`config.mk`:
```
export PLATFORM = sky130hd
export DESIGN_NAME = usb_ep0_regs
export DESIGN_NICKNAME = d
export VERILOG_FILES = /design/src/rtl/ep0_regs_pkg.sv /design/src/rtl/ep0_ctrl.sv /design/src/rtl/ep0_datapath.sv /design/src/rtl/usb_ep0_regs.sv
export SDC_FILE = /design/constraint.sdc
export NUM_CORES = 1
export LEC_CHECK = 0
export BUFFER_PORTS_ARGS = -buffer_cell sky130_fd_sc_hd__buf_2
export CORE_MARGIN = 3
export CORE_UTILIZATION = 44
export CTS_CLUSTER_SIZE = 10
export DETAILED_ROUTE_END_ITERATION = 10
export GPL_TIMING_DRIVEN = 0
export PLACE_DENSITY_LB_ADDON = 0.08
export SLEW_MARGIN = 20
export SYNTH_ARGS = -nofsm -noshare
export SYNTH_HDL_FRONTEND = slang
export SYNTH_SLANG_ARGS = --single-unit
```
`constraint.sdc`:
```
create_clock -name clk -period 3.6 [get_ports clk]
set_input_delay 0.18 -clock clk [delete_from_list [all_inputs] [get_ports clk]]
set_output_delay 0.18 -clock clk [all_outputs]
set_load 0.01 [all_outputs]
```
`src/rtl/ep0_regs_pkg.sv`:
```
package ep0_regs_pkg;

  localparam int DATA_W     = 8;
  localparam int DEV_ADDR_W = 7;
  localparam int MODE_W     = 4;
  localparam int SIE_W      = DATA_W - 1;
  localparam int SETUP_BIT  = DATA_W - 1;

  typedef enum logic [1:0] {
    SEL_NONE = 2'd0,
    SEL_ADDR = 2'd1,
    SEL_MODE = 2'd2
  } rdSel_e;

  typedef struct packed {
    logic   addrWr;
    logic   addrClr;
    logic   modeCpuWr;
    logic   modeSieWr;
    logic   setupForce;
    rdSel_e rdSel;
  } ep0Strobes_t;

endpackage

```
`src/rtl/ep0_ctrl.sv`:
```
module ep0_ctrl
  import ep0_regs_pkg::*;
#(
  parameter int                ADDR_W   = 8,
  parameter logic [ADDR_W-1:0] DEV_OFS  = 8'h10,
  parameter logic [ADDR_W-1:0] MODE_OFS = 8'h12
) (
  input  logic              clk,
  input  logic              rstN,
  input  logic              busRst,
  input  logic [ADDR_W-1:0] cpuAddr,
  input  logic              cpuWr,
  input  logic              cpuRd,
  input  logic              sieWr,
  input  logic              setupWin,
  output ep0Strobes_t       st,
  output logic              lockQ
);

  logic hitDev;
  logic hitMode;
  logic lockSet;
  logic lockClr;

  assign hitDev  = (cpuAddr == DEV_OFS);
  assign hitMode = (cpuAddr == MODE_OFS);

  // The SIE always wins; a read only releases when no update lands with it.
  assign lockSet = sieWr;
  assign lockClr = cpuRd && hitMode && !sieWr;

  always_comb begin
    st            = '0;
    st.addrClr    = busRst;
    st.addrWr     = cpuWr && hitDev && !busRst;
    st.modeSieWr  = sieWr;
    st.modeCpuWr  = cpuWr && hitMode && !lockQ && !sieWr;
    st.setupForce = setupWin;
    if (hitDev)       st.rdSel = SEL_ADDR;
    else if (hitMode) st.rdSel = SEL_MODE;
    else              st.rdSel = SEL_NONE;
  end

  always_ff @(posedge clk or negedge rstN) begin
    if (!rstN)        lockQ <= 1'b0;
    else if (lockSet) lockQ <= 1'b1;
    else if (lockClr) lockQ <= 1'b0;
  end

  // an SIE update always leaves the register locked
  p_sie_sets_lock_r5: assert property (@(posedge clk) disable iff (!rstN)
    sieWr |=> lockQ);

  // a read that coincides with an SIE update does not unlock
  p_read_vs_sie_r8: assert property (@(posedge clk) disable iff (!rstN)
    (sieWr && cpuRd && hitMode) |=> lockQ);

  // a lone read of the mode register unlocks
  p_read_unlocks_r6: assert property (@(posedge clk) disable iff (!rstN)
    (cpuRd && hitMode && !sieWr) |=> !lockQ);

  // a write in a locked or contended cycle is never granted
  p_no_grant_locked_r7: assert property (@(posedge clk) disable iff (!rstN)
    (lockQ || sieWr) |-> !st.modeCpuWr);

endmodule

```
`src/rtl/ep0_datapath.sv`:
```
module ep0_datapath
  import ep0_regs_pkg::*;
(
  input  logic                  clk,
  input  logic                  rstN,
  input  ep0Strobes_t           st,
  input  logic [DATA_W-1:0]     cpuWrData,
  input  logic [SIE_W-1:0]      sieWrData,
  output logic [DATA_W-1:0]     cpuRdData,
  output logic                  addrEn,
  output logic [DEV_ADDR_W-1:0] devAddr,
  output logic [DATA_W-1:0]     epMode
);

  logic [DATA_W-1:0] addrQ;
  logic [DATA_W-1:0] modeQ;
  logic [DATA_W-1:0] modeNxt;

  // Device address register
  always_ff @(posedge clk or negedge rstN) begin
    if (!rstN)          addrQ <= '0;
    else if (st.addrClr) addrQ <= '0;
    else if (st.addrWr)  addrQ <= cpuWrData;
  end

  // Mode/status next-state: SIE update, else accepted CPU write; SETUP force on top
  always_comb begin
    modeNxt = modeQ;
    if (st.modeSieWr) begin
      modeNxt[SIE_W-1:0] = sieWrData;
    end else if (st.modeCpuWr) begin
      modeNxt[DATA_W-1:MODE_W] = '0;
      modeNxt[MODE_W-1:0]      = cpuWrData[MODE_W-1:0];
    end
    if (st.setupForce) modeNxt[SETUP_BIT] = 1'b1;
  end

  always_ff @(posedge clk or negedge rstN) begin
    if (!rstN) modeQ <= '0;
    else       modeQ <= modeNxt;
  end

  always_comb begin
    unique case (st.rdSel)
      SEL_ADDR: cpuRdData = addrQ;
      SEL_MODE: cpuRdData = modeQ;
      default:  cpuRdData = '0;
    endcase
  end

  assign addrEn  = addrQ[DATA_W-1];
  assign devAddr = addrQ[DEV_ADDR_W-1:0];
  assign epMode  = modeQ;

  // bus reset empties the address register
  p_bus_reset_r3: assert property (@(posedge clk) disable iff (!rstN)
    st.addrClr |=> (addrQ == '0));

  // a granted address write is visible next cycle
  p_addr_write_r2: assert property (@(posedge clk) disable iff (!rstN)
    st.addrWr |=> (addrQ == $past(cpuWrData)));

  // an accepted CPU write clears the status nibble and loads the mode nibble
  p_cpu_write_r4: assert property (@(posedge clk) disable iff (!rstN)
    (st.modeCpuWr && !st.setupForce) |=>
      (modeQ[DATA_W-1:MODE_W] == '0) && (modeQ[MODE_W-1:0] == $past(cpuWrData[MODE_W-1:0])));

  // SETUP flag held during the window
  p_setup_held_r9: assert property (@(posedge clk) disable iff (!rstN)
    st.setupForce |=> modeQ[SETUP_BIT]);

  // the SIE field lands exactly as sent
  p_sie_load_r5: assert property (@(posedge clk) disable iff (!rstN)
    st.modeSieWr |=> (modeQ[SIE_W-1:0] == $past(sieWrData)));

endmodule

```
`src/rtl/usb_ep0_regs.sv`:
```
module usb_ep0_regs
  import ep0_regs_pkg::*;
#(
  parameter int                ADDR_W   = 8,
  parameter logic [ADDR_W-1:0] DEV_OFS  = 8'h10,
  parameter logic [ADDR_W-1:0] MODE_OFS = 8'h12
) (
  input  logic              clk,
  input  logic              rstN,
  input  logic              busRst,
  input  logic [ADDR_W-1:0] cpuAddr,
  input  logic [7:0]        cpuWrData,
  input  logic              cpuWr,
  input  logic              cpuRd,
  output logic [7:0]        cpuRdData,
  input  logic              sieWr,
  input  logic [6:0]        sieWrData,
  input  logic              setupWin,
  output logic              addrEn,
  output logic [6:0]        devAddr,
  output logic [7:0]        epMode
);

  ep0Strobes_t st;
  logic        lockQ;

  ep0_ctrl #(
    .ADDR_W  (ADDR_W),
    .DEV_OFS (DEV_OFS),
    .MODE_OFS(MODE_OFS)
  ) u_ctrl (
    .clk     (clk),
    .rstN    (rstN),
    .busRst  (busRst),
    .cpuAddr (cpuAddr),
    .cpuWr   (cpuWr),
    .cpuRd   (cpuRd),
    .sieWr   (sieWr),
    .setupWin(setupWin),
    .st      (st),
    .lockQ   (lockQ)
  );

  ep0_datapath u_dp (
    .clk      (clk),
    .rstN     (rstN),
    .st       (st),
    .cpuWrData(cpuWrData),
    .sieWrData(sieWrData),
    .cpuRdData(cpuRdData),
    .addrEn   (addrEn),
    .devAddr  (devAddr),
    .epMode   (epMode)
  );

  // while locked, a CPU write alone leaves the register as it was
  p_locked_hold_r5: assert property (@(posedge clk) disable iff (!rstN)
    (lockQ && !sieWr && !setupWin) |=> $stable(epMode));

  // a write to an unmapped address touches neither register
  p_unmapped_write_r10: assert property (@(posedge clk) disable iff (!rstN)
    (cpuWr && cpuAddr != DEV_OFS && cpuAddr != MODE_OFS && !busRst && !sieWr && !setupWin)
      |=> ($stable(epMode) && $stable(devAddr) && $stable(addrEn)));

endmodule

```
==> summary.txt <==
1st-iter DRT viols - 29
Initial Utilization - 48.1%
CP dominant cell by count - buf_2
Clock transition at path regs - 110 ps
post-synthesis cell type count - 22
FILL cells - 180
die area - 2810 sq um
TritonRoute pass-1 iters - 4
relative slew slack - 52.1%
largest net degree at the start of global routing - 18
Yosys Warn Count - 0
area delta synth->final - 34.1%
Setup violations, final - 0
Place WS - 1800 ps
Synth Net Count - 126
Seq/Total Area, Yosys - 43.8%
total track usage - 21.4%
DR vias/cell - 5.75
footprint of the multi-input gates - 502 sq um
CTS root buf - clkbuf_4
vias - 1035
Hold Crit Class - primary input to register
clk_lat worst skew - 290 ps
routed len/inst - 15.3 um
Syn Area/Cell - 10.1 sq um
final period utilization - 50.0%
power density over the cells - 286 nW/um^2
Startpoint Class - primary input
critical path class - primary input to primary output
first-pass GRT wire length - 4.46 mm
Peak supply drop - 228 uV
CP max-delay cell - or4b_1
H-tree depth - 1
die height - 53.0 um
max cap viols - 0
Yosys reg bits - 17
Pleak - 0.000592 uW
Final Net Count - 184
gpl congestion - 0.763
Post-CTS Resized - 0
Antenna Nets Post-Route - 0
Overflow after GRT - 0
Critical Path AT - 1620 ps
Core Util, Final - 64.5%
CTS Buffer Depth - 2
Syn Inst Count - 96
initial antenna violation count - 0
FP Rows - 16
Final Max Slew Viols - 0
status - completed
Inst Count DP - 175
worst-path cell chain - buf_2 -> or4b_1 -> clkbuf_1 -> nor2_2 -> a22o_1 -> buf_2
final hold violations - 0
Die X - 53.0 um
IO Port Bufs - 52
Storage cell area - 425 sq um
routed wire length - 2.75 mm
Ports - 54
post-route setup slack - 1800 ps
Setup crit end kind - primary output
Inserted Clock Buffers - 3
Core ar. - 2020 sq um
CP required - 3420 ps
Final Skew - 5.18 ps
CTS tree - done
CTS sink count - 17
worst-path fanout max - 9
vias in the first global route - 972
cell area after synthesis - 972 sq um
f_max - 556 MHz
Tightest Pin Transition - 713 ps
non-filler cells, final - 180
Period minus WS final - 1800 ps
fraction of layout cells with a size suffix above 1 - 42.5%
RSZ-0062 raised after global routing - no
DP HPWL - 2.15 mm
# Post-CTS Setup Buffers - 0
Setup TNS - 0 ps
# DRC - 0
Worst path max stage delay - 510 ps
# diodes - 0
[path summary, 6_finish.rpt]
| path | startpoint | cells after the start | to | slack (ps) |
|---|---|---|---|---|
| max in group asynchronous | rstN | 2 | u_ctrl.lockQ$_DFFE_PN0P_ | 2980 |
| worst min-delay path | sieWrData[5] | 2 | u_dp.epMode[5]$_DFFE_PN0P_ | 110 |
| worst max-delay path | cpuAddr[0] | 6 | cpuRdData[3] | 1800 |
| min in group asynchronous | rstN | 2 | u_dp.addrQ[2]$_DFFE_PN0P_ | 340 |
| worst max register to register | u_ctrl.lockQ$_DFFE_PN0P_ | 3 | u_dp.epMode[6]$_DFFE_PN0P_ | 2340 |
| worst min register to register | u_ctrl.lockQ$_DFFE_PN0P_ | 1 | u_ctrl.lockQ$_DFFE_PN0P_ | 510 |
[worst max-delay path: cells and delay by family]
family,cells,cell delay (ps)
buffers and inverters,3,420
and+or+nand+nor,2,820
AOI/OAI and AO/OA,1,190
[state kept, by name, indices dropped and copies added (netlist names)]
signal / cells
u_ctrl.lockQ: 1
u_dp.addrQ: 8
u_dp.epMode: 8
[report_power, final]
group	internal, uW	switching (uW)	total [uW]
Clock	41.2	63.4	105
Combinational	28.9	35.2	64.2
Sequential	198	5.41	203
Total	268	104	372
[layout by cell type (no fill, tap or decap)]
master,count
nor4b_2,2
inv_1,1
clkbuf_4,3
o31ai_1,12
dlygate4sd3_1,1
a21o_1,1
clkinv_2,1
buf_1,1
a41oi_1,4
a21oi_1,12
nor2b_1,8
nand3_1,2
nand2b_1,1
buf_6,1
dfrtp_1,17
a31oi_1,1
nand4_1,8
or4b_1,2
or4_1,1
buf_2,55
nor2_1,2
nor2_2,2
clkbuf_1,3
a22o_1,11
nor4_2,1
[final cells by class]
| cell class | instances | area share, % |
|---|---|---|
| multi-input cells | 70 | 38.5 |
| inverters | 1 | 0.288 |
| flip-flops and latches | 17 | 32.6 |
| plain buffers | 8 | 3.17 |
| clock inverters | 1 | 0.384 |
| repair buffers | 53 | 20.7 |
| clock buffers | 3 | 1.73 |
| well taps | 27 | 2.59 |
[cell families (layout without fill, tap and decap cells)]
group,Yosys count,count (layout),synth area share [%]
compound gates,41,41,30.4
buf+inv,9,66,4.63
flops,17,17,43.8
simple gates,29,29,21.2
[layer usage]
| layer | part of all wire [%] | wire length (um) | track usage [%] | up-vias |
|---|---|---|---|---|
| met1 | 44 | 1200 | 29.7 | 488 |
| met4 | 0.36 | 10 | 6.38 | 0 |
| met5 | 0 | 0 | 0 | - |
| li1 | - | - | - | 505 |
| met2 | 48 | 1330 | 34.3 | 40 |
| met3 | 7.7 | 213 | 3.10 | 2 |
[through the flow]
step / hold WS (ps) / power, uW / instance area [sq um]
global placement: 120 / 269 / 1270
detailed placement: 126 / 271 / 1270
CTS: 106 / 377 / 1300
global route: 95.9 / 391 / 1300
finish: 113 / 372 / 1300
floorplan: -116 / 234 / 972
[synthesized netlist by cell type]
master / count / share of area (%)
o31ai_1: 12 / 9.3
nand4_1: 8 / 5.1
or4b_1: 2 / 2.1
nand2b_1: 1 / 0.64
a41oi_1: 4 / 3.6
a22o_1: 11 / 9.9
or4_1: 1 / 0.77
a31oi_1: 1 / 0.64
buf_2: 3 / 1.5
clkbuf_1: 3 / 1.2
nand3_1: 2 / 1.0
nor2_1: 2 / 0.77
nor4b_2: 2 / 3.1
a21oi_1: 12 / 6.2
inv_1: 1 / 0.39
buf_1: 1 / 0.39
buf_6: 1 / 1.2
a21o_1: 1 / 0.77
nor2b_1: 8 / 5.1
nor2_2: 2 / 1.3
dfrtp_1: 17 / 44
nor4_2: 1 / 1.3
[what timing repair did]
action / 4_1_cts / 5_1_grt
hold endpoints to repair: 17 / 0
hold buffers: 1 / 0
endpoints found under the setup margin: 0 / 0
No activity file was read; power rests on OpenSTA's default activity.
